`src/rtl/selidx_pkg.sv`:
```
package selidx_pkg;
    typedef enum logic [1:0] {
        ST_IDLE = 2'd0,
        ST_RUN  = 2'd1,
        ST_DONE = 2'd2
    } cls_state_e;
endpackage

```
`src/rtl/selidx_extract_track.sv`:
```
// Tracks the extract grammar: increasing data run, then zero tail.
module selidx_extract_track #(
    parameter int N  = 32,
    parameter int LW = $clog2(N),
    parameter int IW = LW + 1
) (
    input  logic          clk,
    input  logic          rst_n,
    input  logic          take,
    input  logic          restart,
    input  logic [IW-1:0] idx,
    output logic          ok,
    output logic [N-1:0]  mask
);
    logic          ok_q, tail_q, seen_q;
    logic [LW-1:0] prev_q;
    logic [N-1:0]  mask_q;
    logic          ok_n, tail_n, seen_n;
    logic [LW-1:0] prev_n;
    logic [N-1:0]  mask_n;

    always_comb begin
        ok_n   = ok_q;
        tail_n = tail_q;
        seen_n = seen_q;
        prev_n = prev_q;
        mask_n = mask_q;
        if (take) begin
            if (restart) begin
                ok_n   = 1'b1;
                tail_n = 1'b0;
                seen_n = 1'b0;
                prev_n = '0;
                mask_n = '0;
            end
            if (!idx[IW-1]) begin
                if (tail_n || (seen_n && idx[LW-1:0] <= prev_n)) begin
                    ok_n = 1'b0;
                end else begin
                    mask_n[idx[LW-1:0]] = 1'b1;
                    prev_n = idx[LW-1:0];
                    seen_n = 1'b1;
                end
            end else begin
                tail_n = 1'b1;
            end
        end
    end

    always_ff @(posedge clk or negedge rst_n) begin
        if (!rst_n) begin
            ok_q   <= 1'b0;
            tail_q <= 1'b0;
            seen_q <= 1'b0;
            prev_q <= '0;
            mask_q <= '0;
        end else begin
            ok_q   <= ok_n;
            tail_q <= tail_n;
            seen_q <= seen_n;
            prev_q <= prev_n;
            mask_q <= mask_n;
        end
    end

    assign ok   = ok_q;
    assign mask = mask_q;
endmodule

```
`src/rtl/selidx_deposit_track.sv`:
```
// Tracks the deposit grammar: data indices 0,1,2.. interleaved with index N.
module selidx_deposit_track #(
    parameter int N  = 32,
    parameter int LW = $clog2(N),
    parameter int IW = LW + 1
) (
    input  logic          clk,
    input  logic          rst_n,
    input  logic          take,
    input  logic          restart,
    input  logic [IW-1:0] idx,
    input  logic [LW-1:0] pos,
    output logic          ok,
    output logic [N-1:0]  mask
);
    localparam logic [IW-1:0] ZERO_SEL = IW'(N);

    logic          ok_q, ok_n;
    logic [LW:0]   nxt_q, nxt_n;
    logic [N-1:0]  mask_q, mask_n;

    always_comb begin
        ok_n   = ok_q;
        nxt_n  = nxt_q;
        mask_n = mask_q;
        if (take) begin
            if (restart) begin
                ok_n   = 1'b1;
                nxt_n  = '0;
                mask_n = '0;
            end
            if (!idx[IW-1]) begin
                if ({1'b0, idx[LW-1:0]} != nxt_n) ok_n = 1'b0;
                mask_n[pos] = 1'b1;
                nxt_n = nxt_n + 1'b1;
            end else if (idx != ZERO_SEL) begin
                ok_n = 1'b0;
            end
        end
    end

    always_ff @(posedge clk or negedge rst_n) begin
        if (!rst_n) begin
            ok_q   <= 1'b0;
            nxt_q  <= '0;
            mask_q <= '0;
        end else begin
            ok_q   <= ok_n;
            nxt_q  <= nxt_n;
            mask_q <= mask_n;
        end
    end

    assign ok   = ok_q;
    assign mask = mask_q;
endmodule

```
`src/rtl/selidx_len_count.sv`:
```
// Position of the current entry and an exact-length flag.
module selidx_len_count #(
    parameter int N  = 32,
    parameter int LW = $clog2(N)
) (
    input  logic          clk,
    input  logic          rst_n,
    input  logic          take,
    input  logic          restart,
    output logic [LW-1:0] pos,
    output logic          fits
);
    localparam logic [LW:0] CNT_MAX  = (LW+1)'(N);
    localparam logic [LW:0] CNT_LAST = (LW+1)'(N - 1);

    logic [LW:0] cnt_q, base;

    assign base = restart ? '0 : cnt_q;
    assign pos  = base[LW-1:0];
    assign fits = (base == CNT_LAST);

    always_ff @(posedge clk or negedge rst_n) begin
        if (!rst_n) begin
            cnt_q <= '0;
        end else if (take) begin
            cnt_q <= (base == CNT_MAX) ? base : base + 1'b1;
        end
    end
endmodule

```
`src/rtl/selidx_classifier.sv`:
```
module selidx_classifier
    import selidx_pkg::*;
#(
    parameter int N  = 32,
    parameter int LW = $clog2(N),
    parameter int IW = LW + 1
) (
    input  logic          clk,
    input  logic          rst_n,
    input  logic          in_valid,
    input  logic          in_first,
    input  logic          in_last,
    input  logic [IW-1:0] in_index,
    output logic          result_valid,
    output logic          is_extract,
    output logic          is_deposit,
    output logic [N-1:0]  mask
);
    cls_state_e    state_q, state_n;
    logic          take;
    logic [LW-1:0] pos;
    logic          fits, len_ok_q;
    logic          ext_ok, dep_ok;
    logic [N-1:0]  ext_mask, dep_mask;

    // An entry is taken when it opens a vector or continues an open one.
    assign take = in_valid && (in_first || state_q == ST_RUN);

    selidx_len_count #(.N(N), .LW(LW)) u_len (
        .clk(clk), .rst_n(rst_n), .take(take), .restart(in_first),
        .pos(pos), .fits(fits)
    );

    selidx_extract_track #(.N(N), .LW(LW), .IW(IW)) u_ext (
        .clk(clk), .rst_n(rst_n), .take(take), .restart(in_first),
        .idx(in_index), .ok(ext_ok), .mask(ext_mask)
    );

    selidx_deposit_track #(.N(N), .LW(LW), .IW(IW)) u_dep (
        .clk(clk), .rst_n(rst_n), .take(take), .restart(in_first),
        .idx(in_index), .pos(pos), .ok(dep_ok), .mask(dep_mask)
    );

    // Next-state logic
    always_comb begin
        state_n = state_q;
        unique case (state_q)
            ST_IDLE: begin
                if (in_valid && in_first) state_n = in_last ? ST_DONE : ST_RUN;   // T_SINGLE / T_START
            end
            ST_RUN: begin
                if (in_valid && in_last) state_n = ST_DONE;                        // T_FINISH
                else                     state_n = ST_RUN;                         // T_ENTRY / T_RESTART
            end
            ST_DONE: begin
                if (in_valid && in_first) state_n = in_last ? ST_DONE : ST_RUN;   // T_SINGLE / T_RELOAD
                else                      state_n = ST_IDLE;                       // T_RETIRE
            end
            default: state_n = ST_IDLE;
        endcase
    end

    // State register and length verdict
    always_ff @(posedge clk or negedge rst_n) begin
        if (!rst_n) begin
            state_q  <= ST_IDLE;
            len_ok_q <= 1'b0;
        end else begin
            state_q <= state_n;
            if (take && in_last) len_ok_q <= fits;
        end
    end

    // Outputs
    always_comb begin
        result_valid = 1'b0;
        is_extract   = 1'b0;
        is_deposit   = 1'b0;
        mask         = '0;
        unique case (state_q)
            ST_DONE: begin
                result_valid = 1'b1;
                is_extract   = ext_ok && len_ok_q;
                is_deposit   = dep_ok && len_ok_q;
                if (is_deposit)      mask = dep_mask;
                else if (is_extract) mask = ext_mask;
            end
            ST_IDLE, ST_RUN: ;
            default: ;
        endcase
    end
endmodule

```
`config.mk`:
```
export PLATFORM = sky130hd
export DESIGN_NAME = selidx_classifier
export DESIGN_NICKNAME = d
export VERILOG_FILES = /design/src/rtl/selidx_pkg.sv /design/src/rtl/selidx_extract_track.sv /design/src/rtl/selidx_deposit_track.sv /design/src/rtl/selidx_len_count.sv /design/src/rtl/selidx_classifier.sv
export SDC_FILE = /design/constraint.sdc
export NUM_CORES = 1
export LEC_CHECK = 0
export BUFFER_PORTS_ARGS = -buffer_cell sky130_fd_sc_hd__buf_2
export CORE_MARGIN = 2
export CORE_UTILIZATION = 44
export DETAILED_ROUTE_END_ITERATION = 7
export SETUP_SLACK_MARGIN = 0.2
export SKIP_CTS_REPAIR_TIMING = 1
export SLEW_MARGIN = 5
export SYNTH_ARGS = -nofsm -noshare
export SYNTH_HDL_FRONTEND = slang
export SYNTH_HIERARCHICAL = 1
export SYNTH_SLANG_ARGS = --single-unit
```
`constraint.sdc`:
```
create_clock -name clk -period 2.62 [get_ports clk]
set_input_delay 0.393 -clock clk [delete_from_list [all_inputs] [get_ports clk]]
set_output_delay 0.393 -clock clk [all_outputs]
set_load 0.02 [all_outputs]
```
==> summary.md, run 1 <==
| Metric | Value |
|---|---|
| # diodes | 0 |
| Leakage power | 2.28 nW |
| Setup Skew | 0.00779 ns |
| Crit path DAT | 1.85 ns |
| GRT Residual Overflow | 0 |
| Setup TNS | 0 ns |
| Max Root-Sink Buffers | 2 |
| Worst Path Max Fanout | 32 |
| Clock-pin slew on the worst setup and hold paths | 0.09 ns |
| First-pass GRT wire length | 18300 um |
| Fillers | 923 |
| Max-cap violations | 0 |
| Die area | 10800 sq um |
| CP startpoint kind | register |
| DP Wirelength | 7470 um |
| Seq cells post-synth | 88 |
| Status | finished, final reports clean |
| Critical Path Max Stage Delay | 0.43 ns |
| Initial core utilization | 45.0% |
| Placer Congestion | 0.841 |
| Tmin final | 2.24 ns |
| Maximum resistive drop on vdd | 319 uV |
| WP data required | 2.23 ns |
| H-Tree Depth | 3 |
| Post-route ant nets | 0 |
| Final hold slack | 0.0103 ns |
| # port buffers | 45 |
| Register area | 2200 sq um |
| Rel. slew slack | 57.5% |
| Post-synthesis sequential area ratio | 50.3% |
| Via count | 3495 |
| Area Growth Syn to Fin | 13.1% |
| Critical path's slowest cell | dfrtp_1 |
| Post-synth EDFFs | 0 |
| # IOs | 46 |
| Synth Instances | 402 |
| Wire length per cell | 19.0 um |
| Final setup fails | 0 |
| Mean Syn Cell Area | 10.9 sq um |
| Worst hold path class | input pin to async pin |
| Fraction of synthesized area in multiplexers | 1.40% |
| Xor/xnor share of the synthesized area | 1.40% |
| Total Wirelength | 11100 um |
| Synth Area in Adders | 1.43% |
| Synth Area in Compound Gates | 24.8% |
| Top FF cell, synth | dfrtp_1 |
| Multi-input gate area | 1950 sq um |
| Post-Place Cells | 570 |
| Drt via density | 5.97 |
| Buf/Inv on CP | 2 |
| Slew Limit Fails | 0 |
| Crit path kind | register to primary output |
| Share of layout cells above drive strength 1 | 19.7% |
| DRC | 0 |
| Critical Path End Type | primary output |
| Crit path cell chain | nor2b_4 -> and4b_1 -> buf_4 -> a22o_1 -> buf_2 |
| DR iter-0 viols | 284 |
| Synth Area in Simple Gates | 15.6% |
| Tot GR Track Use | 21.4% |
| Initial antenna violation count | 0 |
| Total Nets Final | 464 |
| Worst skew pair latency | 0.36 ns |
| Root buf cell | clkbuf_8 |
| Cell Count, Final, Fillers Out | 585 |
| F_max | 446 MHz |
| PD cells | 647 nW/um^2 |
| Row count | 36 |
| Final cycle utilization of the critical path | 85.6% |
| Syn. warnings | 6 |
| DRT Pass-1 Iters | 5 |
| Die W | 104 um |
| Delay-heaviest family, CP | buffers and inverters |
| Vert. Die Dim | 104 um |
| Mapped cell area | 4380 sq um |
| Syn_nets | 418 |
| Core area | 9730 sq um |
| Pin count of the biggest net entering global routing | 47 |
| TritonCTS clock tree | built |
| Main combinational cell family by area after synthesis | compound AO/OA/AOI/OAI gates |
| RSZ-0062 raised after global routing | false |
| CTS sink cnt | 88 |
| Async SR Flop Fraction | 100% |
| CTS buffer count | 9 |
| Final hold violation count | 0 |
| Worst Tran Pin Value | 0.636 ns |
| Unique masters post-synth | 54 |
| Vias in the first global route | 3364 |
[layout make-up]
cell class / instances / share of cell area, %
inverters: 12 / 0.910
flip-flops and latches: 88 / 44.5
repair buffers: 62 / 7.43
well taps: 133 / 3.36
clock buffers: 9 / 2.50
multi-input cells: 275 / 39.4
clock inverters: 6 / 1.87
[cell usage after synthesis (2+ instances only)]
master / count / area, sq um
ha_1: 5 / 62.6
dfrtp_1: 88 / 2200
nand2b_1: 8 / 50.1
a22o_1: 44 / 385
clkbuf_1: 9 / 33.8
a21oi_1: 9 / 45.0
buf_2: 4 / 20.0
buf_4: 7 / 52.6
o21a_1: 3 / 22.5
o21ai_1: 2 / 10.0
nor2_1: 10 / 37.5
and4b_1: 2 / 20.0
o22ai_1: 3 / 18.8
xnor2_1: 4 / 35.0
nor3_1: 14 / 70.1
o21ai_0: 20 / 100
nor4_1: 5 / 31.3
nand4_1: 5 / 31.3
nand3_1: 3 / 15.0
nor3b_1: 5 / 37.5
a41o_1: 2 / 20.0
mux2i_1: 5 / 50.1
nor2b_1: 7 / 43.8
nor2b_2: 2 / 17.5
nand2_1: 47 / 176
a31oi_1: 2 / 12.5
inv_1: 11 / 41.3
a32o_1: 37 / 370
and3_4: 2 / 22.5
and4_1: 2 / 17.5
nand3b_1: 5 / 37.5
xor2_1: 3 / 26.3
buf_6: 6 / 67.6
[layout by cell type (no fill, tap or decap), types with 7 or more instances in the layout]
cell,synthesis,routed
dfrtp_1,88,88
nand2_1,47,47
a22o_1,44,44
buf_2,4,44
a32o_1,37,37
o21ai_0,20,20
buf_4,7,17
nor3_1,14,14
inv_1,11,11
nor2_1,10,10
a21oi_1,9,9
clkbuf_8,0,9
nand2b_1,8,8
nor2b_1,7,7
[stage by stage]
| stage | power (W) | area [sq um] | util [%] | worst slack (ns) |
|---|---|---|---|---|
| 6_report | 0.00321 | 4950 | 50.9 | 0.376 |
| 5_1_grt | 0.00336 | 4950 | 50.9 | 0.248 |
| 4_1_cts | 0.00323 | 4950 | 50.9 | 0.364 |
| 3_5_place_dp | 0.00218 | 4730 | 48.7 | 0.431 |
| 3_3_place_gp | 0.00217 | 4730 | 48.7 | 0.497 |
| 2_1_floorplan | 0.00199 | 4380 | - | 0.658 |
[layer usage]
metal	global-route usage [%]	up-vias	routed length, um
met5	0	-	0
met4	5.89	0	140
met3	5.22	17	549
met2	34.4	99	5280
met1	29.2	1747	5110
li1	-	1632	-
[sequential cells by signal, summed over array words and instances, names as in the netlist]
| signal | cells |
|---|---|
| len_ok_q | 1 |
| state_q | 2 |
| u_dep/mask | 32 |
| u_dep/nxt_q | 6 |
| u_dep/ok | 1 |
| u_ext/mask | 32 |
| u_ext/ok | 1 |
| u_ext/prev_q | 5 |
| u_ext/seen_q | 1 |
| u_ext/tail_q | 1 |
| u_len/cnt_q | 6 |
[power breakdown]
group          internal, W  leakage [nW]  total [W]  switching, W
sequential         0.00148          1.19    0.00160      0.000123
combinational     0.000225         0.984   0.000554      0.000329
clock             0.000537         0.102    0.00105      0.000511
[final timing paths]
kind / startpoint / end / slack [ns] / cells past startpoint
min in group clk: in_last / state_q[1] / 0.31 / 3
hold reg to reg: u_ext/seen_q / u_ext/seen_q / 0.49 / 2
setup reg to reg: state_q[1] / u_ext/mask[4] / 0.46 / 6
hold / removal: rst_n / u_dep/mask[24] / 0.01 / 1
setup / recovery: state_q[0] / mask[0] / 0.38 / 5
max in group asynchronous: rst_n / u_dep/mask[4] / 1.95 / 2
[worst reg2reg max path: cells and delay by family, from the launching register on]
family          cells  cell delay, ns
compound gates      2            0.55
flops               1            0.39
simple gates        4            1.16
[cells by family after synthesis]
family,Yosys count
xor+xnor,7
compound gates,132
mux,6
fa+ha+maj,5
simple gates,125
flops,88
buf+inv,39
(Power assumes the default switching activity.)
==> run 2: changes to the inputs <==
- CORE_UTILIZATION: 44 -> 40
- HOLD_SLACK_MARGIN: not set -> 0.03
==> run 2 against run 1 <==
Final area shrank 0.13%. Via count grew 2.1%. Cell count grew 1.2%. Sequential share of layout area grew 0.056 points. Wire length grew 1.9%.
==> summary.md, run 2 (synthesis results as in run 1) <==
| Metric | Value |
|---|---|
| Drt via density | 6.03 (+0.91%) |
| # port buffers | 45 (unchanged) |
| Rel. slew slack | 41.1% (-16 points) |
| Setup Skew | 0.00818 ns (+0.000389 ns) |
| DRC | 0 (unchanged) |
| Status | finished, final reports clean |
| Worst Path Max Fanout | 32 (unchanged) |
| Placer Congestion | 0.782 (-7.1%) |
| Max-cap violations | 0 (unchanged) |
| R2R depth | 5 (-1) |
| Leakage power | 2.27 nW (-0.23%) |
| CP startpoint kind | register |
| Commonest non-fill, non-tap cells in the layout | 88 x dfrtp_1, 47 x nand2_1, 44 x a22o_1, 44 x buf_2, 37 x a32o_1 |
| Stages on the worst setup path | 5 (unchanged) |
| Total Wirelength | 11300 um (+1.9%) |
| Initial antenna violation count | 0 (unchanged) |
| RSZ-0062 raised after global routing | false |
| Tmin final | 2.30 ns (+0.0523 ns) |
| # diodes | 0 (unchanged) |
| Setup TNS | 0 ns (unchanged) |
| Die W | 109 um (+4.7%) |
| DP Wirelength | 7690 um (+2.9%) |
| DRT Pass-1 Iters | 5 (unchanged) |
| Post-Place Cells | 575 (+0.88%) |
| Crit path cell chain | nor2b_4 -> and4b_1 -> buf_4 -> a22o_1 -> buf_2 |
| Worst Tran Pin Value | 0.877 ns (+0.241 ns) |
| Initial core utilization | 40.7% (-4.3 points) |
| GRT Residual Overflow | 0 (unchanged) |
| Root buf cell | clkbuf_8 |
| Post-route ant nets | 0 (unchanged) |
| Area Growth Syn to Fin | 12.9% |
| Row count | 38 (+5.6%) |
| Share of the core filled with cells | 46.0% (-4.9 points) |
| Total Nets Final | 463 (-0.22%) |
| DR iter-0 viols | 183 (-36%) |
| WP data required | 2.23 ns (about the same) |
| CTS sink cnt | 88 (unchanged) |
| Delay-heaviest family, CP | buffers and inverters |
| Most common cell after layout, fill and taps aside | dfrtp_1 |
| Buf/Inv on CP | 2 (unchanged) |
| Pin count of the biggest net entering global routing | 67 (+43%) |
| Vert. Die Dim | 109 um (+4.7%) |
| Tot GR Track Use | 20.1% (-1.4 points) |
| F_max | 436 MHz (-2.3%) |
| Critical path's slowest cell | dfrtp_1 |
| Die area | 11800 sq um (+9.6%) |
| First-pass GRT wire length | 18100 um (-1.1%) |
| Maximum resistive drop on vdd | 307 uV (-3.8%) |
| GR Util met3 | 2.51% (-2.7 points) |
| Via count | 3569 (+2.1%) |
| Slew Limit Fails | 0 (unchanged) |
| Critical Path End Type | primary output |
| Clock-pin slew on the worst setup and hold paths | 0.08 ns (about the same) |
| TritonCTS clock tree | built |
| Core area | 10700 sq um (+10%) |
| Critical Path Max Stage Delay | 0.42 ns (about the same) |
| Cell Count, Final, Fillers Out | 592 (+1.2%) |
| Max Root-Sink Buffers | 2 (unchanged) |
| Met2 usage | 30.4% (-3.9 points) |
| Crit path DAT | 1.90 ns (+0.05 ns) |
| Vias in the first global route | 3323 (-1.2%) |
| Final hold violation count | 0 (unchanged) |
| Final cycle utilization of the critical path | 87.6% (+2.0 points) |
| H-Tree Depth | 3 (unchanged) |
| Hold depth | 3 |
| Met1 Usage GRT | 29.5% (+0.28 points) |
| PD cells | 638 nW/um^2 (-1.4%) |
| Final setup fails | 0 (unchanged) |
| Crit path kind | register to primary output |
| CTS buffer count | 9 (unchanged) |
| Cell Area, Placed | 4730 sq um (-0.13%) |
| Wire length per cell | 19.1 um (+0.71%) |
| Final instance area | 4940 sq um (-0.13%) |
| Share of layout cells above drive strength 1 | 19.2% (-0.44 points) |
| # IOs | 46 (unchanged) |
| Worst skew pair latency | 0.37 ns (about the same) |
| Worst hold path class | input pin to register |
| Gr busiest metal | met2 |
-- run 2: power breakdown --
| part | leakage (nW) | switching (W) | internal (W) | total, W |
|---|---|---|---|---|
| registers | 1.19 | 0.000122 | 0.00148 | 0.00160 |
| logic | 0.978 | 0.000337 | 0.000226 | 0.000563 |
| clock network | 0.103 | 0.000497 | 0.000495 | 0.000993 |
-- run 2: worst paths after layout --
kind	from	to	slack, ns
setup reg to reg	state_q[1]	u_dep/mask[4]	0.50
hold / removal	in_last	state_q[1]	0.32
hold reg to reg	u_dep/mask[31]	u_dep/mask[31]	0.48
max in group asynchronous	rst_n	u_ext/mask[26]	1.50
setup / recovery	state_q[0]	mask[27]	0.32
min in group asynchronous	rst_n	u_dep/mask[6]	0.46
-- run 2: metrics by stage --
stage | worst slack, ns | hold slack [ns] | total power, W
after floorplan | 0.658 | 0.0974 | 0.00199
after global placement | 0.478 | 0.316 | 0.00217
after detailed placement | 0.395 | 0.313 | 0.00219
after CTS | 0.317 | -0.0904 | 0.00317
after global routing | 0.227 | 0.320 | 0.00332
final | 0.324 | 0.321 | 0.00316
-- run 2: worst min-delay path, delay by kind of cell --
| kind | cells | cell delay, ns |
|---|---|---|
| and+or+nand+nor | 2 | 0.16 |
| buffers and inverters | 1 | 0.11 |
-- run 2: cell type report --
| cell class | count | area [sq um] |
|---|---|---|
| Clock buffer | 12 | 155 |
| Clock inverter | 4 | 51.3 |
| Fill cell | 1055 | 5800 |
| Inverter | 12 | 45.0 |
| Multi-Input combinational cell | 275 | 1950 |
| Sequential cell | 88 | 2200 |
| Tap cell | 140 | 175 |
| Timing Repair Buffer | 61 | 363 |
-- run 2: routing by layer --
| metal | up-vias | wire [um] |
|---|---|---|
| li1 | 1627 | - |
| met1 | 1826 | 5260 |
| met2 | 106 | 5350 |
| met3 | 10 | 499 |
| met4 | 0 | 183 |
| met5 | - | 0 |
